===== config.mk =====
export PLATFORM = sky130hd
export DESIGN_NAME = irq_status_mask_ctl
export DESIGN_NICKNAME = d
export VERILOG_FILES = /design/src/rtl/irq_ctl_pkg.sv /design/src/rtl/irq_bus_decode.sv /design/src/rtl/irq_pending_reg.sv /design/src/rtl/irq_mask_reg.sv /design/src/rtl/irq_read_port.sv /design/src/rtl/irq_status_mask_ctl.sv
export SDC_FILE = /design/constraint.sdc
export NUM_CORES = 1
export LEC_CHECK = 0
export BUFFER_PORTS_ARGS = -buffer_cell sky130_fd_sc_hd__buf_2
export CORE_UTILIZATION = 50
export CTS_CLUSTER_DIAMETER = 200
export DETAILED_ROUTE_END_ITERATION = 12
export HOLD_SLACK_MARGIN = 0.02
export PLACE_DENSITY = 0.91
export SYNTH_ARGS = -nofsm -noshare
export SYNTH_HDL_FRONTEND = slang
export SYNTH_SLANG_ARGS = --single-unit

===== constraint.sdc =====
create_clock -name clk -period 2.77 [get_ports clk]
set_input_delay 0.554 -clock clk [delete_from_list [all_inputs] [get_ports clk]]
set_output_delay 0.554 -clock clk [all_outputs]
set_load 0.01 [all_outputs]

===== src/rtl/irq_ctl_pkg.sv =====
package irq_ctl_pkg;

    localparam int BUS_W      = 32;
    localparam int HALF_W     = 16;
    localparam int DEF_SRC_W  = 11;
    localparam int DEF_ADDR_W = 8;
    localparam int DEF_PEND_OFS = 'h70;
    localparam int DEF_MASK_OFS = 'h74;
    localparam int DMA_SRC_IDX  = 3;

    typedef enum logic [1:0] {
        SEL_NONE = 2'd0,
        SEL_PEND = 2'd1,
        SEL_MASK = 2'd2
    } reg_sel_e;

    typedef enum logic [1:0] {
        LANE_FULL = 2'd0,
        LANE_LO   = 2'd1,
        LANE_HI   = 2'd2
    } lane_e;

    typedef struct packed {
        logic             wr_pend;
        logic             wr_mask;
        logic             rd_en;
        reg_sel_e         rd_sel;
        lane_e            lane;
        logic [BUS_W-1:0] lane_bits;
        logic [BUS_W-1:0] data_al;
    } access_t;

    function automatic logic [BUS_W-1:0] lane_bits_of(lane_e l);
        case (l)
            LANE_LO: return {{HALF_W{1'b0}}, {HALF_W{1'b1}}};
            LANE_HI: return {{HALF_W{1'b1}}, {HALF_W{1'b0}}};
            default: return {BUS_W{1'b1}};
        endcase
    endfunction

    function automatic logic [BUS_W-1:0] align_data(lane_e l, logic [BUS_W-1:0] d);
        case (l)
            LANE_LO: return {{HALF_W{1'b0}}, d[HALF_W-1:0]};
            LANE_HI: return {d[HALF_W-1:0], {HALF_W{1'b0}}};
            default: return d;
        endcase
    endfunction

    function automatic logic [BUS_W-1:0] narrow_read(lane_e l, logic [BUS_W-1:0] v);
        case (l)
            LANE_LO: return {{HALF_W{1'b0}}, v[HALF_W-1:0]};
            LANE_HI: return {{HALF_W{1'b0}}, v[BUS_W-1:HALF_W]};
            default: return v;
        endcase
    endfunction

endpackage


===== src/rtl/irq_bus_decode.sv =====
module irq_bus_decode
    import irq_ctl_pkg::*;
#(
    parameter int ADDR_W   = DEF_ADDR_W,
    parameter int PEND_OFS = DEF_PEND_OFS,
    parameter int MASK_OFS = DEF_MASK_OFS
) (
    input  logic              bus_wr,
    input  logic              bus_rd,
    input  logic [ADDR_W-1:0] bus_addr,
    input  logic              bus_size32,
    input  logic [BUS_W-1:0]  bus_wdata,
    output access_t           acc
);
    localparam logic [ADDR_W-1:0] PEND_A = PEND_OFS[ADDR_W-1:0];
    localparam logic [ADDR_W-1:0] MASK_A = MASK_OFS[ADDR_W-1:0];

    logic [ADDR_W-1:0] word_addr;
    logic              legal;
    lane_e             lane;
    reg_sel_e          sel;

    always_comb begin
        word_addr = {bus_addr[ADDR_W-1:2], 2'b00};
        if (bus_size32) begin
            legal = (bus_addr[1:0] == 2'b00);
            lane  = LANE_FULL;
        end else begin
            legal = !bus_addr[0];
            lane  = bus_addr[1] ? LANE_HI : LANE_LO;
        end
        if (!legal)                 sel = SEL_NONE;
        else if (word_addr == PEND_A) sel = SEL_PEND;
        else if (word_addr == MASK_A) sel = SEL_MASK;
        else                        sel = SEL_NONE;
    end

    always_comb begin
        acc.wr_pend   = bus_wr && (sel == SEL_PEND);
        acc.wr_mask   = bus_wr && (sel == SEL_MASK);
        acc.rd_en     = bus_rd;
        acc.rd_sel    = sel;
        acc.lane      = lane;
        acc.lane_bits = lane_bits_of(lane);
        acc.data_al   = align_data(lane, bus_wdata);
    end

endmodule


===== src/rtl/irq_pending_reg.sv =====
module irq_pending_reg #(
    parameter int SRC_W = 11
) (
    input  logic             clk,
    input  logic             rst,
    input  logic [SRC_W-1:0] src_pulse,
    input  logic             ack_en,
    input  logic [SRC_W-1:0] ack_keep,
    output logic [SRC_W-1:0] pend_q,
    output logic [SRC_W-1:0] pend_d
);
    always_comb begin
        pend_d = pend_q;
        if (ack_en) pend_d = pend_d & ack_keep;
        pend_d = pend_d | src_pulse;
    end

    always_ff @(posedge clk) begin
        if (rst) pend_q <= '0;
        else     pend_q <= pend_d;
    end

    AST_PULSE_LATCHES: assert property (@(posedge clk) disable iff (rst)
        (|src_pulse) |=> ((pend_q & $past(src_pulse)) == $past(src_pulse)));

    AST_NO_SPURIOUS_SET: assert property (@(posedge clk) disable iff (rst)
        1'b1 |=> ((pend_q & ~$past(pend_q) & ~$past(src_pulse)) == '0));

    AST_IDLE_HOLDS: assert property (@(posedge clk) disable iff (rst)
        (!ack_en && src_pulse == '0) |=> $stable(pend_q));

endmodule


===== src/rtl/irq_mask_reg.sv =====
module irq_mask_reg #(
    parameter int SRC_W = 11
) (
    input  logic             clk,
    input  logic             rst,
    input  logic             wr_en,
    input  logic [SRC_W-1:0] wr_data,
    input  logic [SRC_W-1:0] wr_lane,
    output logic [SRC_W-1:0] mask_q,
    output logic [SRC_W-1:0] mask_d
);
    always_comb begin
        mask_d = mask_q;
        if (wr_en) mask_d = (mask_q & ~wr_lane) | (wr_data & wr_lane);
    end

    always_ff @(posedge clk) begin
        if (rst) mask_q <= '0;
        else     mask_q <= mask_d;
    end

    AST_MASK_ONLY_ON_WRITE: assert property (@(posedge clk) disable iff (rst)
        !wr_en |=> $stable(mask_q));

endmodule


===== src/rtl/irq_read_port.sv =====
module irq_read_port
    import irq_ctl_pkg::*;
#(
    parameter int SRC_W = 11
) (
    input  logic             clk,
    input  logic             rst,
    input  access_t          acc,
    input  logic [SRC_W-1:0] pend_q,
    input  logic [SRC_W-1:0] mask_q,
    output logic [BUS_W-1:0] rdata_q
);
    logic [BUS_W-1:0] reg_ext;
    logic [BUS_W-1:0] rdata_d;

    always_comb begin
        reg_ext = '0;
        case (acc.rd_sel)
            SEL_PEND: reg_ext[SRC_W-1:0] = pend_q;
            SEL_MASK: reg_ext[SRC_W-1:0] = mask_q;
            default:  reg_ext = '0;
        endcase
        rdata_d = narrow_read(acc.lane, reg_ext);
    end

    always_ff @(posedge clk) begin
        if (rst)            rdata_q <= '0;
        else if (acc.rd_en) rdata_q <= rdata_d;
    end

    AST_RDATA_HOLDS: assert property (@(posedge clk) disable iff (rst)
        !acc.rd_en |=> $stable(rdata_q));

    generate
        if (SRC_W < BUS_W) begin : g_hi_zero
            AST_RDATA_HI_ZERO: assert property (@(posedge clk) disable iff (rst)
                rdata_q[BUS_W-1:SRC_W] == '0);
        end
    endgenerate

endmodule


===== src/rtl/irq_status_mask_ctl.sv =====
module irq_status_mask_ctl
    import irq_ctl_pkg::*;
#(
    parameter int SRC_W    = DEF_SRC_W,
    parameter int ADDR_W   = DEF_ADDR_W,
    parameter int PEND_OFS = DEF_PEND_OFS,
    parameter int MASK_OFS = DEF_MASK_OFS
) (
    input  logic              clk,
    input  logic              rst,
    input  logic [SRC_W-1:0]  src_pulse,
    input  logic              bus_wr,
    input  logic              bus_rd,
    input  logic [ADDR_W-1:0] bus_addr,
    input  logic              bus_size32,
    input  logic [BUS_W-1:0]  bus_wdata,
    output logic [BUS_W-1:0]  bus_rdata,
    output logic              irq_out
);
    access_t          acc;
    logic [SRC_W-1:0] ack_keep;
    logic [SRC_W-1:0] pend_q, pend_d;
    logic [SRC_W-1:0] mask_q, mask_d;
    logic [BUS_W-1:0] keep_full;
    logic             irq_q;

    irq_bus_decode #(
        .ADDR_W  (ADDR_W),
        .PEND_OFS(PEND_OFS),
        .MASK_OFS(MASK_OFS)
    ) u_decode (
        .bus_wr    (bus_wr),
        .bus_rd    (bus_rd),
        .bus_addr  (bus_addr),
        .bus_size32(bus_size32),
        .bus_wdata (bus_wdata),
        .acc       (acc)
    );

    assign keep_full = acc.data_al | ~acc.lane_bits;
    assign ack_keep  = keep_full[SRC_W-1:0];

    irq_pending_reg #(.SRC_W(SRC_W)) u_pend (
        .clk      (clk),
        .rst      (rst),
        .src_pulse(src_pulse),
        .ack_en   (acc.wr_pend),
        .ack_keep (ack_keep),
        .pend_q   (pend_q),
        .pend_d   (pend_d)
    );

    irq_mask_reg #(.SRC_W(SRC_W)) u_mask (
        .clk    (clk),
        .rst    (rst),
        .wr_en  (acc.wr_mask),
        .wr_data(acc.data_al[SRC_W-1:0]),
        .wr_lane(acc.lane_bits[SRC_W-1:0]),
        .mask_q (mask_q),
        .mask_d (mask_d)
    );

    irq_read_port #(.SRC_W(SRC_W)) u_read (
        .clk    (clk),
        .rst    (rst),
        .acc    (acc),
        .pend_q (pend_q),
        .mask_q (mask_q),
        .rdata_q(bus_rdata)
    );

    always_ff @(posedge clk) begin
        if (rst) irq_q <= 1'b0;
        else     irq_q <= |(pend_d & mask_d);
    end

    assign irq_out = irq_q;

    AST_IRQ_TRACKS_REGS: assert property (@(posedge clk) disable iff (rst)
        irq_out == |(pend_q & mask_q));

endmodule


==> impl_metrics.toml, run 1 <==
[routing]
ant_nets = 0
vias = 1675
routedWlPerCell_microns = 12.35
route.detailed.drc = 0
dr.pass1.iters = 4
finalWirelength_microns = 3989
drt_iter0_markers = 72
via_per_inst = 5.186

[yosys]
synth_cells = 238
ys_seq_elements = 34
post-synth-top-area-fraction_pct = 35.98
yosys_warnings = 0
yosysMostFrequentCell = "dfxtp_1"
synth_area_per_cell_sq_um = 7.949
synth_top_cell_by_area = "dfxtp_1"
ys_types = 35
ys_seq_area_share_pct = 35.98
synth-main-ff-cell = "dfxtp_1"
synth_area_leaders = "dfxtp_1, a21oi_1, buf_4"
synthTopCellsByCount = "dfxtp_1, a21oi_1, buf_4, nand2_1, nor2_1"
syn_area_sq_um = 1892
ys_async_sr_fraction_pct = 0
synth-edff-count = 0

[critical_path]
path_class = "input port to flop"
start_kind = "input port"
cp_max_fo = 11
critical-path-top-delay-family = "simple AND/OR/NAND/NOR gates"
required_ps = 2920
cp-end-kind = "flop"
max_stage_delay_ps = 550
worstPathCellList = "buf_2, and4bb_1, and3_1, nand3_1, o21ai_0, a21oi_1"
cp_num_buf_inv = 1
cp_slowest_cell = "and4bb_1"
arrival_ps = 2180

[clocking]
clock_latency_ps = 290
cts_resized = 0
clk_pin_slew_ps = 70
cts_sinks = 34
numCtsBuffers = 5
postCtsSetupBuffers = 0
htree_levels = 2
ctsHoldBuffers = 0
cts_tree = "yes"
root_buffer = "clkbuf_8"
cts_buffer_depth = 2

[floorplan]
core_area_sq_um = 3468
fp.dieArea_sq_um = 4034
num_rows = 21
io_pins = 89
dieWidth_microns = 63.51
initial_core_util_pct = 54.55
dieHeight_microns = 63.51

[sta]
fin_ws_ps = 734.7
period_needed_ps = 2035
maxSlewViolCount = 0
setup_viol = 0
max_freq_ghz = 0.4913
fin_crit_sh_pct = 73.48
rsz0062_at_grt = "no"
max_slew_margin_pct = 58.03
tightest_slew_ps = 629.6
finalSetupTns_ps = 0
hold_viol_final = 0
skew_ps = 9.562

[global_route]
gr-total-overflow = 0
grt_pass1_vias = 1444
grtUsageTotal_pct = 20.49
grt_max_degree = 35
grt_first_pass_wirelength_microns = 6541
antenna_found_initial = 0

[pwr]
p_comb_share_pct = 11.7
seqPwrFrac_pct = 51.4
ir_drop_mv = 0.3595
power_leakage_nw = 0.9764
switching_share_pct = 26.89
power-per-cell-area_nw_per_um2 = 468.3
p_sw_mw = 0.2659
clkPwrFrac_pct = 36.9
internal-power_mw = 0.7231

[cells_and_area]
syn2layout_area_growth_pct = 11.64
multiInputGateArea_sq_um = 975.9
drive_above_1_share_pct = 25.63
layout.nets = 332
fillerInstances = 309
final_util_pct = 60.89
n_antenna_cell = 0
regArea_sq_um = 680.7

[placement]
hpwl_microns = 2865
pre_cts_ws_ps = 464.1
finalWeightedCongestion = 0.8135
port_buffers = 45

[flow_run]
maxCapViolCount = 0

[min_path]
hp-class = "flop to flop"

[outcome]
outcome = "completed"
[worst register-to-register path, cell delays in order, from the launching register on]
cell and delay, ps:
dfxtp_1 330, nor2_1 100, a41oi_1 70, nor4_1 350, a41o_1 220, a41oi_2 90
[logic make-up (layout without fill, tap and decap cells)]
| group | Yosys count | count (layout) | share of synthesized area [%] |
|---|---|---|---|
| and+or+nand+nor | 71 | 71 | 18.72 |
| AOI/OAI and AO/OA | 66 | 66 | 22.16 |
| buffers and inverters | 55 | 74 | 16.40 |
| DFF | 34 | 34 | 35.98 |
| muxes | 11 | 11 | 6.548 |
| other | 1 | 21 | 0.1982 |
[per-stage QoR]
| step | cell area [sq um] | power (mW) | std cells | hold WS [ps] |
|---|---|---|---|---|
| finish | 2112 | 0.9890 | 323 | 474.8 |
| global route | 2112 | 1.036 | 323 | 500.1 |
| CTS | 2112 | 0.9948 | 323 | 475.1 |
| detailed placement | 2022 | 0.6336 | 315 | 464.3 |
| global placement | 2022 | 0.6302 | 315 | 454.3 |
| floorplan | 1967 | 0.6133 | 258 | 445.5 |
[flip-flops by register name (all words and copies together) (netlist names)]
name and flops:
u_mask.mask_q 11, u_pend.pend_q 11, u_read.rdata_q 11, irq_out 1
[per-layer routing]
layer | wire, microns | share of wire [%] | GRT usage (%)
met5 | 0 | 0 | 0
met4 | 22 | 0.55 | 7.670
met3 | 351 | 8.8 | 4.529
met2 | 1852 | 46 | 31.78
met1 | 1763 | 44 | 27.46
[cell usage in the layout, fill, tap and decap left out, types with 2 or more instances in the layout]
master / n
a21o_1: 4
inv_1: 20
nand2b_1: 6
nor2b_1: 11
a21oi_1: 33
dfxtp_1: 34
a41oi_1: 6
o21ai_0: 11
clkbuf_8: 5
nand2_1: 22
o22ai_1: 3
nor2_1: 22
and4bb_1: 2
nand3_1: 2
conb_1: 21
mux2_2: 11
buf_2: 45
[path summary, 6_finish.rpt]
check / to / slack [ps] / cells past startpoint / startpoint
hold reg to reg: u_mask.mask_q[7] / 470 / 2 / u_mask.mask_q[7]
setup / recovery: u_pend.pend_q[3] / 730 / 6 / bus_addr[3]
setup reg to reg: irq_out / 1450 / 5 / u_pend.pend_q[9]
hold / removal: u_mask.mask_q[7] / 470 / 2 / u_mask.mask_q[7]
[area by class of cell]
class	count	area share, %
clock buffer	5	3.258
clock inverter	3	1.007
inverter	20	3.554
multi-input combinational	169	46.21
sequential	34	32.23
tap	46	2.725
timing repair buffer	46	11.02
[power by group through the flow]
stage	Combinational (mW)	Clock, mW	Sequential (mW)
after detailed placement	0.114	0	0.519
after global routing	0.128	0.398	0.510
after CTS	0.115	0.372	0.508
after global placement	0.111	0	0.519
final	0.116	0.365	0.508
after floorplan	0.0961	0	0.517
(Power assumes the default switching activity.)
==> run 2, diff against run 1 <==
Settings changed: CORE_UTILIZATION 50 to 42, PLACE_DENSITY 0.91 to 0.82.
Clock period 2.77 ns to 1.8 ns, I/O delays scaled along.
==> impl_metrics.toml, run 2 (synthesized netlist as in run 1, its figures left out) <==
[outcome]
outcome = "completed"

[global_route]
gr-total-overflow = 0
grt_first_pass_wirelength_microns = 7590
antenna_found_initial = 0
grt_pass1_vias = 1786
grtUsageTotal_pct = 19.85
grt_max_degree = 35

[sta]
fin_crit_sh_pct = 85.83
skew_ps = 5.544
setup_viol = 0
rsz0062_at_grt = "no"
tightest_slew_ps = 654.9
max_freq_ghz = 0.6473
hold_viol_final = 0
hold_slack_ps = 316.9
max_slew_margin_pct = 56.34
maxSlewViolCount = 0
period_needed_ps = 1545

[routing]
route.detailed.drc = 0
dr.pass1.iters = 4
routedWlPerCell_microns = 12.97
vias = 1755
drt_iter0_markers = 103
finalWirelength_microns = 4450
ant_nets = 0
via_per_inst = 5.117

[clocking]
cts_sinks = 34
cts_tree = "yes"
cts_buffer_depth = 2
cts_resized = 0
clk_pin_slew_ps = 70
root_buffer = "clkbuf_8"
clock_latency_ps = 290
ctsHoldBuffers = 0
postCtsSetupBuffers = 0
numCtsBuffers = 5
htree_levels = 2

[pwr]
power_leakage_nw = 1.052
ir_drop_mv = 0.3159
power-per-cell-area_nw_per_um2 = 693.6

[floorplan]
io_pins = 89
fp.dieArea_sq_um = 4777
core_area_sq_um = 4354
initial_core_util_pct = 43.45
dieHeight_microns = 69.12
num_rows = 24
dieWidth_microns = 69.12

[placement]
finalWeightedCongestion = 0.8472
port_buffers = 45
hpwl_microns = 3309

[cells_and_area]
n_antenna_cell = 0
final_common_cell = "buf_2"
reg.largest.list = "u_mask.mask_q: 11 flops, u_pend.pend_q: 11 flops, u_read.rdata_q: 11 flops"
final_util_pct = 51.41
drive_above_1_share_pct = 28.87
mostFrequentLayoutCells = "buf_2, dfxtp_1, a21oi_1"
syn2layout_area_growth_pct = 18.32
layout.nets = 346

[critical_path]
required_ps = 1940
arrival_ps = 1680
cp_max_fo = 9
cp-end-kind = "flop"
start_kind = "input port"
path_class = "input port to flop"

[min_path]
hp-class = "input port to flop"

[flow_run]
maxCapViolCount = 0
## run 2: cell types whose count changed in the layout (fill, tap and decap cells not counted), sizes merged
| cell | before | now |
|---|---|---|
| clkinvlp | 1 | 0 |
| buf | 46 | 60 |
| clkinv | 2 | 1 |
| clkbuf | 5 | 7 |
## run 2: critical path, stage by stage
cell,delay (ps)
buf_2,100
and4bb_1,250
buf_4,180
a41oi_1,160
nor4_1,330
a41o_1,220
a41oi_2,90
## run 2: final timing paths
kind / from / endpoint / slack (ps) / depth (start not counted)
max: bus_addr[7] / irq_out / 260 / 7
min: src_pulse[6] / u_pend.pend_q[6] / 320 / 3
max reg2reg: u_pend.pend_q[8] / irq_out / 500 / 6
min reg2reg: u_mask.mask_q[0] / u_mask.mask_q[0] / 480 / 2
## run 2: metrics by stage
stage | setup TNS [ps] | power, mW | instances | cell area, sq um | worst slack [ps]
6_report | 0 | 1.552 | 343 | 2238 | 255.0
5_1_grt | 0 | 1.628 | 343 | 2238 | 123.8
4_1_cts | 0 | 1.572 | 343 | 2238 | 226.3
3_5_place_dp | -73.54 | 0.9864 | 335 | 2147 | -73.54
3_3_place_gp | -39.44 | 0.9810 | 335 | 2147 | -39.44
2_1_floorplan | 0 | 0.9438 | 258 | 1967 | 223.6
## run 2: layout make-up
| class | instances | area (sq um) |
|---|---|---|
| inverters | 20 | 75.07 |
| multi-input cells | 169 | 975.9 |
| flip-flops and latches | 34 | 680.7 |
| repair buffers | 60 | 350.3 |
| clock inverters | 1 | 5.005 |
| well taps | 52 | 65.06 |
| fillers | 414 | 2116 |
| clock buffers | 7 | 86.33 |
## run 2: routing by layer
layer	vias up	part of all wire [%]	global-route usage, %
met5	-	0	0
met4	0	3.6	11.56
met3	18	5.9	6.287
met2	69	49	34.63
met1	806	41	20.77
li1	862	-	-
## run 2: report_power, final
group	switching, mW	leakage [nW]	internal [mW]
combinational	0.110	0.726	0.0792
clock	0.272	0.0482	0.308
sequential	0.0130	0.277	0.771
==> run 3, diff against run 2 <==
--- a/config.mk
+++ b/config.mk
@@ -6,4 +6,5 @@
 export NUM_CORES = 1
 export LEC_CHECK = 0
+export ABC_CLOCK_PERIOD_IN_PS = 1800
 export BUFFER_PORTS_ARGS = -buffer_cell sky130_fd_sc_hd__buf_2
 export CORE_UTILIZATION = 42
@@ -11,5 +12,5 @@
 export DETAILED_ROUTE_END_ITERATION = 12
 export HOLD_SLACK_MARGIN = 0.02
-export PLACE_DENSITY = 0.82
+export PLACE_DENSITY = 0.79
 export SYNTH_ARGS = -nofsm -noshare
 export SYNTH_HDL_FRONTEND = slang
==> constraint.sdc (replaced) <==
create_clock -name clk -period 1.8 [get_ports clk]
set_input_delay 0 -clock clk [delete_from_list [all_inputs] [get_ports clk]]
set_output_delay 0 -clock clk [all_outputs]
set_load 0.01 [all_outputs]
==> impl_metrics.toml, run 3 (synthesized netlist as in run 1, its figures left out) <==
[critical_path]
start_kind = "input port"
reg2reg_setup_slack_ps = 490
cp-endpoint = "irq_out"
arrival_ps = 1560
r2r-end = "irq_out"
cp_max_fo = 3
cp-end-kind = "flop"
reg2regPathDepth = 5
required_ps = 1950
path_class = "input port to flop"
crit-reg2reg-launch = "u_pend.pend_q[7]"
crit_path_start = "src_pulse[9]"

[floorplan]
dieHeight_microns = 69.12
dieWidth_microns = 69.12
initial_core_util_pct = 43.45
core_area_sq_um = 4354
fp.dieArea_sq_um = 4777
io_pins = 89
num_rows = 24

[global_route]
antenna_found_initial = 0
use_met3_pct = 4.240
grt.met1_usage_pct = 22.78
gr-total-overflow = 0
grt_pass1_vias = 1785
grt_busiest_layer = "met2"
grt_first_pass_wirelength_microns = 7721
grt_max_degree = 35
grt_util_met2_pct = 34.30
grtUsageTotal_pct = 20.25

[pwr]
seqPwrFrac_pct = 46.7
switching_share_pct = 24.55
ir_drop_mv = 0.3441
p_total_mw = 1.676
clkPwrFrac_pct = 39.7
p_sw_mw = 0.4115
internal-power_mw = 1.264
p_comb_share_pct = 13.6
power_leakage_nw = 1.123
power-per-cell-area_nw_per_um2 = 689.0

[sta]
max_freq_ghz = 0.7081
tightest_slew_ps = 642.4
hold_slack_ps = 156.0
finalSetupTns_ps = 0
skew_ps = 8.973
max_slew_margin_pct = 57.17
rsz0062_at_grt = "no"
period_needed_ps = 1412
fin_crit_sh_pct = 78.45
maxSlewViolCount = 0
setup_viol = 0
hold_viol_final = 0

[routing]
ant_nets = 0
via_per_inst = 5.111
drt_iter0_markers = 153
route.detailed.drc = 0
vias = 1835
finalWirelength_microns = 4745
routedWlPerCell_microns = 13.22
dr.pass1.iters = 4

[clocking]
htree_levels = 2
root_buffer = "clkbuf_8"
clk_pin_slew_ps = 70
cts_buffer_depth = 2
cts_sinks = 34
numCtsBuffers = 5
postCtsSetupBuffers = 0
cts_tree = "yes"
clock_latency_ps = 300

[min_path]
hp-class = "input port to flop"
whs_path_depth = 4

[cells_and_area]
final_util_pct = 55.86
fillerInstances = 381
regArea_sq_um = 680.7
n_antenna_cell = 0
drive_above_1_share_pct = 25.73
syn2layout_area_growth_pct = 28.57
final_common_cell = "buf_2"
layout.nets = 362
reg.largest.list = "u_mask.mask_q: 11 flops, u_pend.pend_q: 11 flops, u_read.rdata_q: 11 flops"
multiInputGateArea_sq_um = 975.9
mostFrequentLayoutCells = "buf_2, dfxtp_1, a21oi_1"

[placement]
finalWeightedCongestion = 0.8553
hpwl_microns = 3271
port_buffers = 45

[outcome]
outcome = "completed"

[flow_run]
maxCapViolCount = 0
run 3: layout make-up:
cell class	instances	area share, %
multi-input combinational	169	40.12
sequential	34	27.98
timing repair buffer	76	21.60
clock buffer	8	4.527
inverter	20	3.086
tap	52	2.675
run 3: through the flow:
stage	instance area (sq um)	std cells	setup WS (ps)
2_1_floorplan	1967	258	583.6
3_3_place_gp	2102	329	296.2
3_5_place_dp	2102	329	292.2
4_1_cts	2432	359	403.7
5_1_grt	2432	359	298.0
6_report	2432	359	387.9
run 3: worst min path at each step:
stage | start | to | slack [ps]
floorplan | src_pulse[0] | u_pend.pend_q[0] | 130
finish | bus_rd | u_read.rdata_q[2] | 160
global placement | src_pulse[0] | u_pend.pend_q[0] | 250
CTS | bus_rd | u_read.rdata_q[7] | 150
global route | bus_rd | u_read.rdata_q[8] | 200
detailed placement | src_pulse[6] | u_pend.pend_q[6] | 270
run 3: repair_timing:
action | CTS | global route
hold buffers | 22 | 0
hold endpoints to repair | 22 | 0
resized for setup | 0 | 0
run 3: power by group through the flow:
stage / logic, mW / registers, mW / clock network (mW)
2_1_floorplan: 0.148 / 0.796 / 0
3_3_place_gp: 0.179 / 0.799 / 0
3_5_place_dp: 0.185 / 0.799 / 0
4_1_cts: 0.223 / 0.782 / 0.681
5_1_grt: 0.246 / 0.784 / 0.706
6_report: 0.228 / 0.783 / 0.665
run 3: worst max-delay path: stages:
cell	delay, ps
dlygate4sd3_1	530
buf_2	140
nand2b_1	80
a41oi_1	160
nor4_1	330
a41o_1	220
a41oi_2	90
run 3: routing by layer:
metal / vias up / share of wire [%]
met3: 18 / 7.7
met1: 819 / 41
met4: 0 / 3.4
met5: - / 0
met2: 100 / 48
li1: 898 / -
